$ cat src/rtl/gtmr16_pkg.sv
package gtmr16_pkg;
  localparam int PSEL_W = 2;
  localparam int PS_W   = (1 << PSEL_W) - 1;

  typedef struct packed {
    logic [1:0]        gate_sel;
    logic              gate_pol;
    logic              gate_en;
    logic [PSEL_W-1:0] presc_sel;
    logic              sync_byp;
    logic              run;
  } ctrl_t;

  typedef enum logic [1:0] {
    REG_CTRL = 2'd0,
    REG_LO   = 2'd1,
    REG_HI   = 2'd2,
    REG_STAT = 2'd3
  } reg_addr_e;

  typedef enum logic [1:0] {
    GSRC_PIN  = 2'd0,
    GSRC_T8   = 2'd1,
    GSRC_PRD  = 2'd2,
    GSRC_RSVD = 2'd3
  } gate_src_e;
endpackage

$ cat src/rtl/gtmr16_edge.sv
module gtmr16_edge #(
  parameter int SYNC_STAGES = 2
) (
  input  logic clk_i,
  input  logic rst_ni,
  input  logic raw_i,
  input  logic bypass_i,
  output logic rise_o
);
  logic [SYNC_STAGES-1:0] sync_q;
  logic                   sync_prev_q;
  logic                   raw_prev_q;

  for (genvar i = 0; i < SYNC_STAGES; i++) begin : g_sync
    if (i == 0) begin : g_first
      always_ff @(posedge clk_i or negedge rst_ni)
        if (!rst_ni) sync_q[i] <= 1'b0;
        else         sync_q[i] <= raw_i;
    end else begin : g_next
      always_ff @(posedge clk_i or negedge rst_ni)
        if (!rst_ni) sync_q[i] <= 1'b0;
        else         sync_q[i] <= sync_q[i-1];
    end
  end

  // both edge detectors always track, so a mode switch sees real history
  always_ff @(posedge clk_i or negedge rst_ni) begin
    if (!rst_ni) begin
      sync_prev_q <= 1'b0;
      raw_prev_q  <= 1'b0;
    end else begin
      sync_prev_q <= sync_q[SYNC_STAGES-1];
      raw_prev_q  <= raw_i;
    end
  end

  assign rise_o = bypass_i ? (raw_i & ~raw_prev_q)
                           : (sync_q[SYNC_STAGES-1] & ~sync_prev_q);

  a_r4_level_once: assert property (@(posedge clk_i) disable iff (!rst_ni)
    (bypass_i && raw_i) |=> !(bypass_i && rise_o));
endmodule

$ cat src/rtl/gtmr16_gate.sv
module gtmr16_gate
  import gtmr16_pkg::*;
(
  input  logic      gate_pin_i,
  input  logic      t8_ovf_i,
  input  logic      prd_match_i,
  input  gate_src_e sel_i,
  input  logic      en_i,
  input  logic      pol_i,
  output logic      cnt_ok_o
);
  logic gate_val;

  always_comb begin
    unique case (sel_i)
      GSRC_PIN:  gate_val = gate_pin_i;
      GSRC_T8:   gate_val = t8_ovf_i;
      GSRC_PRD:  gate_val = prd_match_i;
      default:   gate_val = 1'b0;
    endcase
  end

  // count when gate level matches polarity
  assign cnt_ok_o = !en_i || (gate_val == pol_i);
endmodule

$ cat src/rtl/gtmr16_presc.sv
module gtmr16_presc
  import gtmr16_pkg::*;
(
  input  logic              clk_i,
  input  logic              rst_ni,
  input  logic              clr_i,
  input  logic              adv_i,
  input  logic [PSEL_W-1:0] sel_i,
  output logic              tick_o
);
  logic [PS_W-1:0] ps_q;
  logic [PS_W-1:0] lim;

  assign lim    = PS_W'((1 << sel_i) - 1);
  // >= keeps a shrinking divisor from stranding the count above the limit
  assign tick_o = adv_i && (ps_q >= lim);

  always_ff @(posedge clk_i or negedge rst_ni) begin
    if (!rst_ni)     ps_q <= '0;
    else if (clr_i)  ps_q <= '0;
    else if (adv_i)  ps_q <= tick_o ? '0 : ps_q + 1'b1;
  end

  a_r3_presc_clear: assert property (@(posedge clk_i) disable iff (!rst_ni)
    clr_i |=> (ps_q == '0));
  a_r8_presc_hold: assert property (@(posedge clk_i) disable iff (!rst_ni)
    (!adv_i && !clr_i) |=> $stable(ps_q));
  a_r2_div1_every: assert property (@(posedge clk_i) disable iff (!rst_ni)
    (adv_i && sel_i == '0) |-> tick_o);
endmodule

$ cat src/rtl/gtmr16.sv
module gtmr16
  import gtmr16_pkg::*;
#(
  parameter int BYTE_W      = 8,
  parameter int SYNC_STAGES = 2
) (
  input  logic              clk_i,
  input  logic              rst_ni,
  input  logic              cnt_in_i,
  input  logic              gate_pin_i,
  input  logic              t8_ovf_i,
  input  logic              prd_match_i,
  input  logic              wr_en_i,
  input  logic [1:0]        wr_addr_i,
  input  logic [BYTE_W-1:0] wr_data_i,
  input  logic [1:0]        rd_addr_i,
  output logic [BYTE_W-1:0] rd_data_o,
  output logic              irq_o
);
  localparam int CNT_W  = 2 * BYTE_W;
  localparam int CTRL_W = $bits(ctrl_t);

  ctrl_t            ctrl_q;
  logic [CNT_W-1:0] cnt_q;
  logic             ovf_q;
  reg_addr_e        wa, ra;
  logic             wr_ctrl, wr_lo, wr_hi, wr_stat, cnt_wr;
  logic             rise, cnt_ok, adv, tick, wrap;

  assign wa      = reg_addr_e'(wr_addr_i);
  assign ra      = reg_addr_e'(rd_addr_i);
  assign wr_ctrl = wr_en_i && (wa == REG_CTRL);
  assign wr_lo   = wr_en_i && (wa == REG_LO);
  assign wr_hi   = wr_en_i && (wa == REG_HI);
  assign wr_stat = wr_en_i && (wa == REG_STAT);
  assign cnt_wr  = wr_lo || wr_hi;

  gtmr16_edge #(.SYNC_STAGES(SYNC_STAGES)) u_edge (
    .clk_i    (clk_i),
    .rst_ni   (rst_ni),
    .raw_i    (cnt_in_i),
    .bypass_i (ctrl_q.sync_byp),
    .rise_o   (rise)
  );

  gtmr16_gate u_gate (
    .gate_pin_i  (gate_pin_i),
    .t8_ovf_i    (t8_ovf_i),
    .prd_match_i (prd_match_i),
    .sel_i       (gate_src_e'(ctrl_q.gate_sel)),
    .en_i        (ctrl_q.gate_en),
    .pol_i       (ctrl_q.gate_pol),
    .cnt_ok_o    (cnt_ok)
  );

  assign adv = ctrl_q.run && rise && cnt_ok;

  gtmr16_presc u_presc (
    .clk_i  (clk_i),
    .rst_ni (rst_ni),
    .clr_i  (cnt_wr),
    .adv_i  (adv),
    .sel_i  (ctrl_q.presc_sel),
    .tick_o (tick)
  );

  assign wrap = !cnt_wr && tick && (&cnt_q);

  always_ff @(posedge clk_i or negedge rst_ni) begin
    if (!rst_ni)       ctrl_q <= '0;
    else if (wr_ctrl)  ctrl_q <= ctrl_t'(wr_data_i[CTRL_W-1:0]);
  end

  // byte write wins over increment; the increment is dropped
  always_ff @(posedge clk_i or negedge rst_ni) begin
    if (!rst_ni) begin
      cnt_q <= '0;
    end else if (cnt_wr) begin
      if (wr_lo) cnt_q[BYTE_W-1:0]     <= wr_data_i;
      if (wr_hi) cnt_q[CNT_W-1:BYTE_W] <= wr_data_i;
    end else if (tick) begin
      cnt_q <= cnt_q + 1'b1;
    end
  end

  // set beats clear
  always_ff @(posedge clk_i or negedge rst_ni) begin
    if (!rst_ni)                      ovf_q <= 1'b0;
    else if (wrap)                    ovf_q <= 1'b1;
    else if (wr_stat && wr_data_i[0]) ovf_q <= 1'b0;
  end

  always_comb begin
    unique case (ra)
      REG_CTRL: rd_data_o = BYTE_W'(ctrl_q);
      REG_LO:   rd_data_o = cnt_q[BYTE_W-1:0];
      REG_HI:   rd_data_o = cnt_q[CNT_W-1:BYTE_W];
      default:  rd_data_o = BYTE_W'(ovf_q);
    endcase
  end

  assign irq_o = ovf_q;

  a_r3_lo_exact: assert property (@(posedge clk_i) disable iff (!rst_ni)
    wr_lo |=> (cnt_q[BYTE_W-1:0] == $past(wr_data_i)));
  a_r3_hi_exact: assert property (@(posedge clk_i) disable iff (!rst_ni)
    wr_hi |=> (cnt_q[CNT_W-1:BYTE_W] == $past(wr_data_i)));
  a_r8_off_freeze: assert property (@(posedge clk_i) disable iff (!rst_ni)
    (!ctrl_q.run && !cnt_wr) |=> $stable(cnt_q));
  a_r6_gate_hold: assert property (@(posedge clk_i) disable iff (!rst_ni)
    (!cnt_ok && !cnt_wr) |=> $stable(cnt_q));
  a_r9_wrap_sets: assert property (@(posedge clk_i) disable iff (!rst_ni)
    (tick && !cnt_wr && cnt_q == '1) |=> (ovf_q && cnt_q == '0));
  a_r9_sticky: assert property (@(posedge clk_i) disable iff (!rst_ni)
    (ovf_q && !(wr_stat && wr_data_i[0])) |=> ovf_q);
endmodule

$ cat config.mk
export PLATFORM = sky130hd
export DESIGN_NAME = gtmr16
export DESIGN_NICKNAME = d
export VERILOG_FILES = /design/src/rtl/gtmr16_pkg.sv /design/src/rtl/gtmr16_edge.sv /design/src/rtl/gtmr16_gate.sv /design/src/rtl/gtmr16_presc.sv /design/src/rtl/gtmr16.sv
export SDC_FILE = /design/constraint.sdc
export NUM_CORES = 1
export LEC_CHECK = 0
export BUFFER_PORTS_ARGS = -buffer_cell sky130_fd_sc_hd__buf_2
export CORE_MARGIN = 1.5
export CORE_UTILIZATION = 30
export CTS_CLUSTER_DIAMETER = 30
export DETAILED_ROUTE_END_ITERATION = 7
export GPL_TIMING_DRIVEN = 0
export PLACE_DENSITY_LB_ADDON = 0.08
export SETUP_SLACK_MARGIN = 0.05
export SLEW_MARGIN = 10
export SYNTH_ARGS = -nofsm -noshare
export SYNTH_HDL_FRONTEND = slang
export SYNTH_SLANG_ARGS = --single-unit
$ cat constraint.sdc
create_clock -name clk_i -period 2.4 [get_ports clk_i]
set_clock_uncertainty 0.2 [all_clocks]
set_input_delay 0.24 -clock clk_i [delete_from_list [all_inputs] [get_ports clk_i]]
set_output_delay 0.24 -clock clk_i [all_outputs]
set_load 0.005 [all_outputs]
[Word-level counts from Yosys, hierarchy flattened]
Index checks and enable logic that the tools add are counted.
Cells by class
  shift operators: 1
  mux-type cells: 12
  eq/ne operators: 10
  bitwise logic cells: 4
  order comparisons: 1
  reduce and logical (&&, ||, !) cells: 23
  add/subtract/negate cells: 3
Operators with widths (count)
  2-to-1 mux 16 bit: 2
  case mux 8 bit (3 select lines): 1
  adder 16 x 1 -> 16 bit (second input constant): 1
  2-to-1 mux 8 bit: 2
  AND reduction 16 bit: 1
  logical AND 1 bit: 10
  2-to-1 mux 3 bit: 3
  equality test 2 bit (second input constant): 4
  equality test 2 x 1 -> 1 bit (second input constant): 3
  zero test 2 bit: 3
  nonzero test 2 bit: 3
  inequality test 2 bit (second input constant): 2
  AND reduction 2 bit: 2
  adder 3 x 1 -> 3 bit (second input constant): 1
  >= comparator 3 bit: 1
  2-to-1 mux 1 bit: 3
  case mux 1 bit (3 select lines): 1
  << shifter 1 x 2 -> 3 bit (first input constant): 1
  subtractor 3 x 2 -> 3 bit (second input constant): 1
  bitwise AND 1 bit: 2
  zero test 1 bit: 2
  logical OR 1 bit: 2
  inverter 1 bit: 2
  equality test 1 bit: 1
Storage, ports and cells
  input port bits: 19
  bits in registers: 31

[Depth between registers and ports, before layout]
  word-level depth: 9
  depth in mapped cells: 7
  gate-level depth less buffers: 7

[Hierarchy]
Synthesis repeated with hierarchy kept, for this count alone.
Unflattened totals
  cells, all modules: 217
  area, all modules: 2100.8 sq um
Modules (own cells, without submodules)
  gtmr16: seq. area each 625.6 sq um, instances 1, cells an instance 175, area each 1675.4 sq um
  gtmr16_presc: seq. area each 75.1 sq um, instances 1, cells an instance 27, area each 259.0 sq um
  gtmr16_edge: seq. area each 75.1 sq um, instances 1, cells an instance 6, area each 98.8 sq um
  gtmr16_gate: seq. area each 0.0 sq um, instances 1, cells an instance 9, area each 67.6 sq um

[Least setup slack after synthesis]
Ideal clock, no wire load.
  kind: register to register
  start: register ctrl_q[3] (netlist bit)
  end: register cnt_q[14]
  path buffers: 0
  cell stages (with the launch flop): 8
  data arrival time: 1.952 ns
  period minus slack after synthesis: 2.278 ns
  path slack: 0.122 ns
  setup time: 0.126 ns
  cells stage by stage: dfrtp_1 -> or2_2 -> ha_1 -> nor2b_1 -> o21a_1 -> nor2_2 -> nand2_1 -> a221o_1
On the way
  longest elaborated chain between the ends: 6
Ends and longest elaborated chain
  start, declared: line gtmr16.sv:23  | ctrl_t ctrl_q;
  start signal, assigned: line gtmr16.sv:71  | else if (wr_ctrl) ctrl_q <= ctrl_t'(wr_data_i[CTRL_W-1:0]);
  << shifter 1 x 2 -> 3 bit: line gtmr16_presc.sv:14  | assign lim = PS_W'((1 << sel_i) - 1);
  subtractor 3 x 2 -> 3 bit: line gtmr16_presc.sv:14
  >= comparator 3 bit: line gtmr16_presc.sv:16  | assign tick_o = adv_i && (ps_q >= lim);
  logical AND 1 bit: line gtmr16_presc.sv:16
  nonzero test 2 bit (no line)
  AND reduction 2 bit (no line)
  end signal, assigned by index: line gtmr16.sv:79  | if (wr_lo) cnt_q[BYTE_W-1:0] <= wr_data_i;
  end signal, assigned by index: line gtmr16.sv:80  | if (wr_hi) cnt_q[CNT_W-1:BYTE_W] <= wr_data_i;
  end signal, assigned: line gtmr16.sv:82  | cnt_q <= cnt_q + 1'b1;
  end, declared: line gtmr16.sv:24  | logic [CNT_W-1:0] cnt_q;
Every way passes these cells.
A chain may end at the register's enable or synchronous reset.

[Final worst setup path]
Same ends and word-level chain as after synthesis.

==> flow_summary.yaml <==
worst_setup_path:
  startpoint: "ctrl_q[3]"
  r2r_cells: 7
  cp.required_ns: 2.37
  cp.arrival_ns: 2.28
  cp-end-kind: "register"
  crit_fanout: 8
  start_kind: "register"
  r2r-start: "ctrl_q[3]"
  worstSetupPathType: "register to register"
placed_design:
  hpwl_um: 4440
  io_buffers: 25
  dp.cells: 310
  gp_congestion: 0.796
die:
  fp.dieArea_sq_um: 7150
  die_h_um: 84.5
  start_util: 0.312
  ioPinCount: 28
  rows: 29
  die_w_um: 84.5
  core_area_sq_um: 6390
cts:
  cts_buffers: 5
  clock-sinks: 31
  clk-insertion-delay-late_ns: 0.28
  cts_tree: "yes"
  cts_root_buffer: "clkbuf_8"
  path_clk_slew_ns: 0.07
  ctsLongestPathBuffers: 2
  htreeDepth: 2
synthesis:
  ys_warn_count: 0
  synth.avg_cell_area_sq_um: 9.59
  synthCells: 208
  seq_area_frac_synth: 0.389
  ys.flop_type: "dfrtp_1"
  post-synth-top-count-cell: "nand2_1"
  synth_nets: 232
  ys_ff_latch: 31
  syn-cell-area_sq_um: 1990
  async_reset_ff_frac: 1.00
  synth_top_cell_by_area: "dfrtp_1"
  synth-edff-count: 0
  synth_cell_types: 52
  synth_area_leaders: "dfrtp_1 39%, nand2_1 6.2%, mux2i_1 4.5%"
  netlist_top_cells_count: "33 x nand2_1, 31 x dfrtp_1, 14 x o21ai_0"
  synth_top_area_frac: 0.389
power_and_ir_drop:
  ir_worst_vdd_uv: 305
  power_density_nw_per_um2: 709
  finalPower_mw: 1.74
  p_leak_nw: 1.05
routing:
  drc_errors: 0
  vias_per_cell: 5.69
  postRouteAntennaNets: 0
  wl_um: 6240
  route.vias.total: 1894
  drt-initial-drc-count: 158
  drtPass1Iterations: 4
  routedWlPerCell_um: 18.7
sta:
  rsz0062_at_grt: "true"
  hold_viol_final: 0
  setup_viol: 0
  min_period_ns: 2.31
  period_share: 0.964
  report.final.slew_viol_count: 0
  max_slew_margin: 0.395
  fmax_mhz: 432
  hold_slack_ns: 0.0210
  worstMarginPinSlew_ns: 0.904
layout:
  area_growth_pct: 22.9
  fin_nets: 279
  layout-drive-gt1-share: 0.297
  fillers: 687
  multi_input_area_sq_um: 1210
  ff_latch_area_sq_um: 776
  antenna_cells: 0
  fin_cells: 333
global_routing:
  antenna_found_initial: 0
  grt_usage: 0.177
  grt_max_degree: 32
  overflow: 0
  grt_pass1_wl_um: 9890
  first_global_vias: 1851
run_status:
  status: "complete, no violations"
min_path:
  hold-path-cell-count: 3
  hp-start: "wr_data_i[3]"
  hold_path.class: "input pin to register"
flow_run:
  maxCapViolCount: 0
[cell usage in the layout, fill, tap and decap left out, drive strengths merged, types with 4 or more instances in the layout]
cell type	count
nand2	34
a21oi	5
o22ai	4
buf	42
o21ai	16
o41ai	4
mux2	7
clkbuf	10
nand3	9
dfrtp	31
nor2	12
and3	6
mux2i	9
a311oi	6
ha	5
nor3	4
a221o	4
[through the flow]
| stage | utilization | setup TNS, ns | worst slack [ns] | cell area, sq um |
|---|---|---|---|---|
| floorplan | - | 0 | 0.122 | 1990 |
| global placement | 0.347 | -2.42 | -0.347 | 2220 |
| detailed placement | 0.347 | -2.35 | -0.338 | 2220 |
| CTS | 0.372 | 0 | 0.0484 | 2370 |
| global route | 0.384 | 0 | 0.0272 | 2450 |
| finish | 0.384 | 0 | 0.0861 | 2450 |
[per-layer routing]
metal / GRT usage / vias up / share of wire
met5: 0 / - / 0
met4: 0.0440 / 0 / 0.0053
met1: 0.251 / 939 / 0.48
met3: 0.0315 / 4 / 0.057
met2: 0.280 / 57 / 0.46
li1: - / 894 / -
[cell type report]
cell class | count | share of cell area
multi-input combinational | 168 | 0.494
sequential | 31 | 0.316
timing repair buffer | 40 | 0.0990
tap | 77 | 0.0393
clock buffer | 7 | 0.0311
buffer | 7 | 0.0153
inverter | 2 | 0.00306
clock inverter | 1 | 0.00204
[registers in the layout (all words and copies together) (netlist names)]
name,count
cnt_q,16
u_edge.sync_q,2
ctrl_q,8
u_edge.sync_prev_q,1
irq_o,1
u_presc.ps_q,3
[critical path, stage by stage (launching register included)]
cell	delay, ns
dfrtp_1	0.40
or2_2	0.30
ha_1	0.28
nor2b_2	0.05
o21a_2	0.25
nor2_4	0.14
nand2_2	0.18
a221o_1	0.39
[kinds of logic (layout without fill, tap and decap cells)]
kind of cell / Yosys count / count (layout) / synth area share
simple gates: 86 / 86 / 0.224
compound gates: 59 / 59 / 0.233
flops: 31 / 31 / 0.389
mux: 17 / 17 / 0.0960
buf+inv: 9 / 57 / 0.0226
fa+ha+maj: 5 / 5 / 0.0314
xor+xnor: 1 / 1 / 0.00439
[report_power, final]
group	total [mW]	internal (mW)	leakage, nW	switching (mW)
combinational	0.627	0.306	0.645	0.321
sequential	0.704	0.597	0.363	0.106
clock	0.406	0.204	0.0422	0.203
total	1.74	1.11	1.05	0.630
[worst paths after layout]
| kind | to | slack [ns] |
|---|---|---|
| worst max-delay path | cnt_q[14] | 0.09 |
| worst min-delay path | ctrl_q[3] | 0.02 |
| worst max register to register | cnt_q[14] | 0.09 |
| worst min register to register | u_edge.sync_q[1] | 0.18 |
| max in group asynchronous | ctrl_q[0] | 1.17 |
| min in group asynchronous | ctrl_q[2] | 0.36 |
[timing repair]
item / in CTS / in global routing
hold buffers: 2 / 0
endpoints found under the hold margin: 32 / 0
resized for setup: 5 / 5
pin swaps: 3 / 1
endpoints found under the setup margin: 14 / 12
setup buffers: 6 / 7
No activity file was read; power rests on OpenSTA's default activity.
